<file path="src/rtl/uart_rx_pkg.sv">
package uart_rx_pkg;
  typedef struct packed {
    logic brk;
    logic fe;
    logic pe;
  } rx_tag_t;

  typedef enum logic [2:0] {
    S_IDLE, S_START, S_DATA, S_PAR, S_STOP, S_HOLD
  } rx_st_e;
endpackage

</file>
<file path="src/rtl/uart_rx_deser.sv">
module uart_rx_deser
  import uart_rx_pkg::*;
#(
  parameter int OSR = 16
) (
  input  logic       clk_i,
  input  logic       rst_ni,
  input  logic       rx_i,
  input  logic       tick_i,
  input  logic [1:0] wlen_i,
  input  logic       par_en_i,
  input  logic       par_even_i,
  input  logic       par_stick_i,
  output logic       wvalid_o,
  output logic [7:0] wdata_o,
  output rx_tag_t    wtag_o
);
  localparam int CW = $clog2(OSR);
  localparam logic [CW-1:0] MID  = CW'(OSR/2 - 1);
  localparam logic [CW-1:0] LAST = CW'(OSR - 1);

  rx_st_e        st_q;
  logic [CW-1:0] cnt_q;
  logic [2:0]    idx_q;
  logic [7:0]    sh_q;
  logic          par_q;
  logic [2:0]    last_idx;
  logic [7:0]    data_al;
  logic          exp_par, is_brk;

  assign last_idx = 3'd4 + {1'b0, wlen_i};
  assign data_al  = sh_q >> (3'd7 - last_idx);
  assign exp_par  = par_stick_i ? ~par_even_i : (^data_al) ^ ~par_even_i;
  assign is_brk   = (data_al == 8'h00) && !(par_en_i && par_q) && !rx_i;

  always_ff @(posedge clk_i or negedge rst_ni) begin
    if (!rst_ni) begin
      st_q     <= S_IDLE;
      cnt_q    <= '0;
      idx_q    <= '0;
      sh_q     <= '0;
      par_q    <= 1'b0;
      wvalid_o <= 1'b0;
      wdata_o  <= '0;
      wtag_o   <= '0;
    end else begin
      wvalid_o <= 1'b0;
      case (st_q)
        S_IDLE: if (tick_i && !rx_i) begin
          st_q  <= S_START;
          cnt_q <= '0;
        end
        S_START: if (tick_i) begin
          if (cnt_q == MID) begin
            cnt_q <= '0;
            idx_q <= '0;
            st_q  <= rx_i ? S_IDLE : S_DATA;  // glitch rejection
          end else cnt_q <= cnt_q + 1'b1;
        end
        S_DATA: if (tick_i) begin
          if (cnt_q == LAST) begin
            cnt_q <= '0;
            sh_q  <= {rx_i, sh_q[7:1]};
            if (idx_q == last_idx) st_q <= par_en_i ? S_PAR : S_STOP;
            else idx_q <= idx_q + 1'b1;
          end else cnt_q <= cnt_q + 1'b1;
        end
        S_PAR: if (tick_i) begin
          if (cnt_q == LAST) begin
            cnt_q <= '0;
            par_q <= rx_i;
            st_q  <= S_STOP;
          end else cnt_q <= cnt_q + 1'b1;
        end
        S_STOP: if (tick_i) begin
          if (cnt_q == LAST) begin
            cnt_q      <= '0;
            wvalid_o   <= 1'b1;
            wdata_o    <= data_al;
            wtag_o.brk <= is_brk;
            wtag_o.fe  <= !rx_i && !is_brk;
            wtag_o.pe  <= par_en_i && (par_q != exp_par) && !is_brk;
            st_q       <= rx_i ? S_IDLE : S_HOLD;
          end else cnt_q <= cnt_q + 1'b1;
        end
        S_HOLD: if (rx_i) st_q <= S_IDLE;
        default: st_q <= S_IDLE;
      endcase
    end
  end

  a_r8_break_is_zero: assert property (@(posedge clk_i) disable iff (!rst_ni)
    (wvalid_o && wtag_o.brk) |-> (wdata_o == 8'h00));
  a_r8_break_waits_high: assert property (@(posedge clk_i) disable iff (!rst_ni)
    (wvalid_o && wtag_o.brk) |-> (st_q != S_START));
endmodule

</file>
<file path="src/rtl/uart_rx_fifo.sv">
module uart_rx_fifo #(
  parameter int DEPTH = 4,
  parameter int W     = 11
) (
  input  logic         clk_i,
  input  logic         rst_ni,
  input  logic         push_i,
  input  logic [W-1:0] din_i,
  input  logic         din_err_i,
  input  logic         pop_i,
  output logic [W-1:0] dout_o,
  output logic         empty_o,
  output logic         any_err_o,
  output logic         ovr_o,
  output logic         head_chg_o
);
  localparam int AW = $clog2(DEPTH);
  localparam int CW = AW + 1;

  logic [W-1:0]     mem_q [DEPTH];
  logic [DEPTH-1:0] err_q;
  logic [AW-1:0]    wp_q, rp_q;
  logic [CW-1:0]    cnt_q, ecnt_q;
  logic             full, push_ok, pop_ok;

  assign full       = (cnt_q == CW'(DEPTH));
  assign empty_o    = (cnt_q == '0);
  assign push_ok    = push_i && (!full || pop_i);
  assign pop_ok     = pop_i && !empty_o;
  assign ovr_o      = push_i && !push_ok;  // newest word dropped
  assign dout_o     = mem_q[rp_q];
  assign any_err_o  = (ecnt_q != '0);
  assign head_chg_o = pop_ok || (push_ok && empty_o);

  always_ff @(posedge clk_i) begin
    if (push_ok) mem_q[wp_q] <= din_i;
  end

  always_ff @(posedge clk_i or negedge rst_ni) begin
    if (!rst_ni) begin
      wp_q   <= '0;
      rp_q   <= '0;
      cnt_q  <= '0;
      ecnt_q <= '0;
      err_q  <= '0;
    end else begin
      if (push_ok) begin
        err_q[wp_q] <= din_err_i;
        wp_q <= (wp_q == AW'(DEPTH-1)) ? '0 : wp_q + 1'b1;
      end
      if (pop_ok) rp_q <= (rp_q == AW'(DEPTH-1)) ? '0 : rp_q + 1'b1;
      cnt_q  <= cnt_q + CW'(push_ok) - CW'(pop_ok);
      ecnt_q <= ecnt_q + CW'(push_ok && din_err_i) - CW'(pop_ok && err_q[rp_q]);
    end
  end

  a_r6_no_overflow: assert property (@(posedge clk_i) disable iff (!rst_ni)
    cnt_q <= CW'(DEPTH));
  a_r6_drop_keeps_count: assert property (@(posedge clk_i) disable iff (!rst_ni)
    (push_i && full && !pop_i) |=> $stable(cnt_q));
  a_r5_no_word_no_ready: assert property (@(posedge clk_i) disable iff (!rst_ni)
    (empty_o && !push_i) |=> empty_o);
  a_r9_err_within_fill: assert property (@(posedge clk_i) disable iff (!rst_ni)
    ecnt_q <= cnt_q);
  a_r5_pop_only_when_ready: assert property (@(posedge clk_i) disable iff (!rst_ni)
    pop_i |-> !empty_o);
endmodule

</file>
<file path="src/rtl/uart_rx_lsr.sv">
module uart_rx_lsr
  import uart_rx_pkg::*;
#(
  parameter int DEPTH = 4,
  parameter int OSR   = 16
) (
  input  logic       clk_i,
  input  logic       rst_ni,
  input  logic       rx_i,
  input  logic       tick_i,
  input  logic [1:0] wlen_i,
  input  logic       par_en_i,
  input  logic       par_even_i,
  input  logic       par_stick_i,
  input  logic [7:0] modem_stat_i,
  input  logic       data_rd_i,
  input  logic       stat_rd_i,
  output logic [7:0] data_o,
  output logic [7:0] lsr_o,
  output logic       rpt_valid_o,
  output logic       rpt_first_o,
  output logic [7:0] rpt_byte_o
);
  localparam int W = 8 + $bits(rx_tag_t);

  logic       rx_s1_q, rx_s2_q;
  logic       wvalid;
  logic [7:0] wdata;
  rx_tag_t    wtag, head_tag;
  logic [W-1:0] head;
  logic       empty, any_err, ovr, head_chg;
  logic       oe_q, mask_q, show;
  logic [4:1] lsr_q;
  logic       evt;
  logic [1:0] rpt_st_q;
  logic [7:0] snap_msr_q, snap_lsr_q;

  always_ff @(posedge clk_i or negedge rst_ni) begin
    if (!rst_ni) {rx_s1_q, rx_s2_q} <= 2'b11;
    else         {rx_s1_q, rx_s2_q} <= {rx_i, rx_s1_q};
  end

  uart_rx_deser #(.OSR(OSR)) u_deser (
    .clk_i, .rst_ni, .rx_i(rx_s2_q), .tick_i, .wlen_i,
    .par_en_i, .par_even_i, .par_stick_i,
    .wvalid_o(wvalid), .wdata_o(wdata), .wtag_o(wtag)
  );

  uart_rx_fifo #(.DEPTH(DEPTH), .W(W)) u_fifo (
    .clk_i, .rst_ni, .push_i(wvalid), .din_i({wtag, wdata}), .din_err_i(|wtag),
    .pop_i(data_rd_i), .dout_o(head), .empty_o(empty), .any_err_o(any_err),
    .ovr_o(ovr), .head_chg_o(head_chg)
  );

  assign head_tag = rx_tag_t'(head[W-1:8]);
  assign data_o   = head[7:0];
  assign show     = !empty && !mask_q;
  assign lsr_o    = {any_err, 2'b00, head_tag.brk & show, head_tag.fe & show,
                     head_tag.pe & show, oe_q, !empty};
  assign evt      = |(lsr_o[4:1] & ~lsr_q);

  always_ff @(posedge clk_i or negedge rst_ni) begin
    if (!rst_ni) begin
      oe_q       <= 1'b0;
      mask_q     <= 1'b0;
      lsr_q      <= '0;
      rpt_st_q   <= '0;
      snap_msr_q <= '0;
      snap_lsr_q <= '0;
    end else begin
      if (ovr)            oe_q <= 1'b1;
      else if (stat_rd_i) oe_q <= 1'b0;
      if (head_chg)       mask_q <= 1'b0;
      else if (stat_rd_i) mask_q <= 1'b1;
      lsr_q <= lsr_o[4:1];
      if (evt) begin
        rpt_st_q   <= 2'd1;
        snap_msr_q <= modem_stat_i;
        snap_lsr_q <= lsr_o;
      end else if (rpt_st_q == 2'd1) rpt_st_q <= 2'd2;
      else rpt_st_q <= 2'd0;
    end
  end

  assign rpt_valid_o = (rpt_st_q != 2'd0);
  assign rpt_first_o = (rpt_st_q == 2'd1);
  assign rpt_byte_o  = rpt_first_o ? snap_msr_q : snap_lsr_q;

  a_r11_second_byte: assert property (@(posedge clk_i) disable iff (!rst_ni)
    (rpt_valid_o && rpt_first_o && !evt) |=> (rpt_valid_o && !rpt_first_o));
  a_r10_oe_cleared: assert property (@(posedge clk_i) disable iff (!rst_ni)
    (stat_rd_i && !ovr) |=> !lsr_o[1]);
  a_r6_oe_on_drop: assert property (@(posedge clk_i) disable iff (!rst_ni)
    ovr |=> lsr_o[1]);
  a_r1_unused_zero: assert property (@(posedge clk_i) disable iff (!rst_ni)
    lsr_o[6:5] == 2'b00);
  a_r9_summary_needs_data: assert property (@(posedge clk_i) disable iff (!rst_ni)
    lsr_o[7] |-> lsr_o[0]);
endmodule

</file>
<file path="config.mk">
export PLATFORM = sky130hd
export DESIGN_NAME = uart_rx_lsr
export DESIGN_NICKNAME = d
export VERILOG_FILES = /design/src/rtl/uart_rx_pkg.sv /design/src/rtl/uart_rx_deser.sv /design/src/rtl/uart_rx_fifo.sv /design/src/rtl/uart_rx_lsr.sv
export SDC_FILE = /design/constraint.sdc
export NUM_CORES = 1
export LEC_CHECK = 0
export BUFFER_PORTS_ARGS = -buffer_cell sky130_fd_sc_hd__buf_2
export CORE_MARGIN = 1.5
export CORE_UTILIZATION = 39
export DETAILED_ROUTE_END_ITERATION = 10
export GPL_ROUTABILITY_DRIVEN = 0
export PLACE_DENSITY_LB_ADDON = 0.12
export SETUP_SLACK_MARGIN = 0.4
export SYNTH_ARGS = -nofsm -noshare
export SYNTH_HDL_FRONTEND = slang
export SYNTH_SLANG_ARGS = --single-unit
</file>
<file path="constraint.sdc">
create_clock -name clk_i -period 2.5 [get_ports clk_i]
set_input_delay 0.5 -clock clk_i [delete_from_list [all_inputs] [get_ports clk_i]]
set_output_delay 0.5 -clock clk_i [all_outputs]
set_load 0.02 [all_outputs]
</file>
# Word-level counts from Yosys, hierarchy flattened

Memories as Yosys holds them, arrays and structs flattened.
Cells that the tools add are included.

Register bits after elaboration: 69
Bits in writable memories: 44
Bits of input ports: 19
Output and inout bits: 26
Logic and storage cells: 161
Memories: 1

Memory list:

| name         | words | bits a word | rd ports | clocked after memory_dff | wr ports | RTL line           | text |
|---|---|---|---|---|---|---|---|
| u_fifo.mem_q | 4     | 11          | 1        | 0                        | 1        | uart_rx_fifo.sv:20 | `logic [W-1:0] mem_q [DEPTH];` |

Add/subtract/negate cells: 10
$lt $le $gt $ge: 3
Equal/unequal tests: 26
Shift-type cells: 1
Mux-type cells: 47
Bitwise operators: 7
Reductions and logical operators: 43

Operators with widths:

| cell                 | count |
|---|---|
| $mux W3              | 18 |
| $mux W4              | 5 |
| $pmux W3 S6          | 1 |
| $logic_and A1 B1 Y1  | 15 |
| $ne A2 B1 Y1 const B | 7 |
| $mux W1              | 12 |
| $ne A2 B2 Y1 const B | 6 |
| $pmux W4 S3          | 1 |
| $reduce_and A11 Y1   | 1 |
| $mux W2              | 5 |
| $eq A3 B3 Y1 const B | 3 |
| $reduce_and A3 Y1    | 3 |
| $logic_not A8 Y1     | 1 |
| $mux W8              | 1 |
| $reduce_bool A2 Y1   | 4 |
| $reduce_xor A8 Y1    | 1 |
| $shr A8 B3 Y8        | 1 |
| $logic_not A1 Y1     | 7 |
| $add A3 B1 Y3        | 2 |
| $eq A3 B2 Y1 const B | 2 |
| $logic_not A3 Y1     | 2 |
| $lt A2 B3 Y1 const B | 2 |
| $pmux W3 S2          | 1 |
| $reduce_and A6 Y1    | 1 |
| 27 further kinds     | 35 |

# Longest topological paths before layout

Depth in word-level cells: 9
Depth in mapped cells: 11
Gate-level depth less buffers: 10

# Hierarchy

A second synthesis with hierarchy kept.

Cells, all modules: 388
Area, all modules: 5317.6 sq um

Modules (own cells, without submodules):

| module        | times used | cells an instance | area each (sq um) | seq. area each (sq um) |
|---|---|---|---|---|
| uart_rx_fifo  | 1          | 125               | 2386.0            | 1671.6 |
| uart_rx_deser | 1          | 186               | 1843.0            | 775.7 |
| uart_rx_lsr   | 1          | 77                | 1088.5            | 603.1 |

# Worst setup path after synthesis

OpenSTA, ideal clock, no wires.

Path type: reg-to-output
Start point: register u_fifo.rp_q[1]
End point: output lsr_o[4]
Data arrival time: 2.063 ns
Required time: 2.000 ns
Slack: -0.063 ns
Stages on the path, launching flop included: 5
Path buffers: 1
Cells stage by stage: dfrtp_1 -> buf_6 -> mux2i_1 -> nor2b_1 -> a2111oi_0

Longest elaborated chain between the ends: 2

RTL lines:

| item                   | RTL line           | text |
|---|---|---|
| from (decl)            | uart_rx_fifo.sv:22 | `logic [AW-1:0] wp_q, rp_q;` |
| from (signal assigned) | uart_rx_fifo.sv:51 | `if (pop_ok) rp_q <= (rp_q == AW'(DEPTH-1)) ? '0 : rp_q + 1'b1;` |
| $mem_v2 Z4 W11         | --                 |  |
| $and A1 B1 Y1          | uart_rx_lsr.sv:58  | `assign lsr_o = {any_err, 2'b00, head_tag.brk & show, head_tag.fe & show,` |
| to (decl)              | uart_rx_lsr.sv:19  | `output logic [7:0] lsr_o,` |

No other way between the ends.

# Final worst setup path

Ends and elaborated chain as after synthesis.

==> results.md <==
- The Yosys warning count is 0.
- The peak clock frequency supported by timing is 441 MHz.
- After detailed routing, the total wire length is 10200 um.
- Among all stages on the critical path, the largest delay is contributed by sky130_fd_sc_hd__dfrtp_2.
- The final worst clock skew is 0.00849 ns.
- Along the worst path, the maximum fanout reaches 5.
- Setup repair after global routing could not meet its margin everywhere.
- The number of remaining DRC errors is 0.
- In this run the tightest slew margin relative to its limit is 59.6%.
- The total global routing overflow is 0.
- The share of post-route cells with drive strength above 1 is 41.1%.
- The transition at the pin with the smallest max-transition slack is 0.605 ns.
- Buffers placed on the I/O ports in this run total 42.
- The floorplan has 41 rows.
- The predominant post-synthesis flop cell is sky130_fd_sc_hd__dfrtp_1.
- Leaving out filler cells and counting taps, the final layout contains 656.
- In this run the register-to-register setup slack is 0.24 ns.
- Data on the critical path is required at its endpoint by 2.00 ns.
- The netlist uses 55 different library cells.
- The register bit total from synthesis is 113.
- The number of vias in the routed layout is 3258.
- Timing analysis after detailed placement gives a worst setup slack of 0.168 ns.
- Of all flip-flops after synthesis, the portion carrying an async set or reset was 61.1%.
- In this run the count of I/O pins placed on the die edge is 45.
- Ranked by total cell area, the synthesized netlist is headed by sky130_fd_sc_hd__dfrtp_1 (32%), sky130_fd_sc_hd__edfxtp_1 (25%), sky130_fd_sc_hd__mux2_2 (6.3%).
- The power per standard cell area is 1190 nW/um^2.
- The detailed-router iteration count before antenna repair is 4.
- The flow ran to the end, and the final reports show no timing, DRC or antenna violations.
- The final hold violation count came to 0.
- The cell count after synthesis came out at 389.
- The overall die width is 118 um.
- The clock net in this run drives a total of 113 sinks.
- The share of the yosys chip area belonging to registers is 58.7%.
- The average cell area after synthesis is 13.3 um^2.
- In this run the static leakage power is 2.85 nW.
- The number of pins with negative max-slew slack in the final report is 0.
- The HPWL after detailed placement is 6510 um.
- The number of placed instances, taps included, is 599.
- Once placement finished, the instance area stood at 5700 um^2.
- The final cycle utilization of the critical path is 90.6%.
- In this run the critical register-to-register path is captured at u_fifo.ecnt_q[2].
- The global-route wire length before repair is 16700 um.
- Global routing used 15.7% of the available tracks.
- The highest cell delay on the worst timing path is 0.46 ns.
- TritonCTS built the clock tree.
- The number of setup violations in the final report is 0.
- The number of antenna-violating nets in the routed design is 0.
- Traced cell by cell, the critical path runs through mux2i_1 > nor2b_4 > a2111oi_4 > buf_4 > buf_6.
- The largest net degree at the start of global routing is 37.
- With fillers left out, the area of the finished cells amounts to 6830 um^2.
- The kind of path behind the tightest hold check is in2async.
- For the finished layout, the period the worst path requires is 2.27 ns.
- The cell sitting at the root of the clock tree is a sky130_fd_sc_hd__clkbuf_16.
- The average routed wire per standard cell is 15.6 um.
- Setup slack closes at 0.234 ns.
- The kind of critical path is reg2out.
- The total clock buffers created by CTS is 17.
- The placeable core region is 12800 um^2.
- The area of the mapped netlist is 5190 um^2.
- For this design, the CTS-stage hold fixing added 0 buffers.
- The H-tree depth is 4.
- The floorplan step defined a die boundary enclosing 14000 um^2.
- VDD sags by at most 0.000525 V.
- In the routed layout, each cell is associated on average with a via count of 4.97.
- The clock reaches the later pin of the worst-skew pair after 0.42 ns.
- The worst setup path is captured at an output pin.
- The via count of the first global-routing pass is 3411.
- The number of DRC violations after detailed-routing iteration 0 is 179.
- The area growth from synthesis to layout is 31.6%.
- The maximum count of clock buffers along a single path is 2.
- The chip height is 118 um.
- The final hold slack is 0.0915 ns.
- The largest area contributor in the synthesized netlist is sky130_fd_sc_hd__dfrtp_1.
- Counting flops with a built-in enable in the synthesized netlist gives 44.
- 0 antenna diodes ended up in the layout.
- The proportion of netlist area held by the largest area contributor is 32.3%.
- The post-CTS clock slew at the launch and capture registers of the worst setup and hold paths is 0.05 ns.
- For this run, the post-layout net count is 507.
- The startpoint type of the worst setup path is a register.
- The starting density of the core is 40.5%.
- The launch instance of the worst register-to-register path is u_fifo.rp_q[0].
- Summed over all failing endpoints, the final setup total negative slack is 0 ns.
- Across the run, the number of max-cap violations was 0.
- Counting cells, the worst reg-to-reg path comes to 8.
- The initial antenna violation count was 0.
- Data on the critical path arrives at its endpoint at 1.77 ns.
==> cells in the final DEF, fill, tap and decap left out, drive strengths merged, types with 3 or more instances in the layout <==
cell	instances
nand2	25
nor2	17
ha	15
o21ai	24
a211oi	3
dfrtp	67
a21oi	7
xnor2	11
nand3	6
nor3b	6
and2	8
nand2b	5
bufinv	4
nor2b	7
o211ai	3
nor3	4
mux4	10
clkinv	6
a31oi	4
inv	20
edfxtp	44
mux2	37
clkbuf	20
buf	83
mux2i	10
==> worst max path at each step <==
| stage | from | end | slack (ns) |
|---|---|---|---|
| 6_report | u_fifo.rp_q[1] | lsr_o[4] | 0.23 |
| 5_1_grt | u_fifo.rp_q[1] | lsr_o[4] | 0.18 |
| 4_1_cts | u_fifo.rp_q[0] | data_o[6] | 0.23 |
| 3_5_place_dp | wlen_i[1] | u_deser.wtag_o[0] | 0.17 |
| 3_3_place_gp | wlen_i[1] | u_deser.wtag_o[0] | 0.23 |
| 2_1_floorplan | u_fifo.rp_q[1] | lsr_o[4] | 0.25 |
==> report_power, final <==
| part | leakage, nW | internal [mW] | switching [mW] | total, mW |
|---|---|---|---|---|
| clock network | 0.287 | 1.65 | 0.822 | 2.47 |
| logic | 1.32 | 1.78 | 1.36 | 3.13 |
| registers | 1.24 | 2.23 | 0.301 | 2.53 |
| total | 2.85 | 5.66 | 2.48 | 8.14 |
==> through the flow <==
stage          util, %  power [mW]
2_1_floorplan        -        4.25
5_1_grt           53.3        8.58
6_report          53.3        8.14
4_1_cts           51.8        7.84
3_3_place_gp      44.4        4.77
3_5_place_dp      44.4        4.81
==> logic make-up after synthesis <==
group	share of synthesized area, %
XOR/XNOR	2.02
AND/OR/NAND/NOR	9.40
AO/OA/AOI/OAI	6.92
buffers and inverters	3.59
multiplexers	14.9
flip-flops	58.7
other	0.0722
adder cells (fa/ha/maj)	4.39
==> final cells by class <==
class / count / area (um^2)
clock buffers: 20 / 437
clock inverters: 12 / 165
fillers: 1116 / 5990
inverters: 20 / 75.1
multi-input cells: 236 / 2170
flip-flops and latches: 113 / 3060
well taps: 172 / 215
repair buffers: 83 / 717
==> Yosys cell counts, drive strengths merged (3+ instances only) <==
cell type	n
dfrtp	67
edfxtp	44
mux2	37
nand2	25
o21ai	24
inv	20
nor2	17
ha	15
clkbuf	13
xnor2	11
mux2i	10
mux4	10
and2	8
buf	8
a21oi	7
nor2b	7
nand3	6
nor3b	6
nand2b	5
a31oi	4
nor3	4
a211oi	3
o211ai	3
==> routing by layer <==
layer | up-vias | wire length [um] | global-route usage, %
met5 | - | 0 | 0
met4 | 0 | 225 | 8.21
met3 | 19 | 300 | 4.25
met2 | 50 | 5070 | 25.6
met1 | 1619 | 4630 | 19.1
li1 | 1570 | - | -
==> registers in the layout, indices dropped and copies added, names as in the netlist, 2 cells and up <==
signal	flops
rpt_st_q	2
u_deser.cnt_q	4
u_fifo.mem_q	44
snap_lsr_q	6
u_fifo.rp_q	2
u_deser.wdata_o	8
u_deser.wtag_o	3
u_fifo.err_q	4
u_deser.st_q	3
lsr_q	4
u_fifo.cnt_q	3
u_fifo.wp_q	2
u_deser.sh_q	8
snap_msr_q	8
u_fifo.ecnt_q	3
u_deser.idx_q	3
==> timing repair <==
| action | CTS | global route |
|---|---|---|
| resized for setup | 51 | 34 |
| endpoints found under the setup margin | 33 | 38 |
| cloned | 1 | 1 |
| pin swaps | 7 | 8 |
| buffers inserted | 14 | 9 |
==> critical path: cells and delay by family, from the launching register on <==
kind / cells / cell delay [ns]
flops: 1 / 0.46
buf+inv: 2 / 0.28
compound gates: 1 / 0.32
simple gates: 1 / 0.14
mux: 1 / 0.15
(Power assumes the default switching activity.)
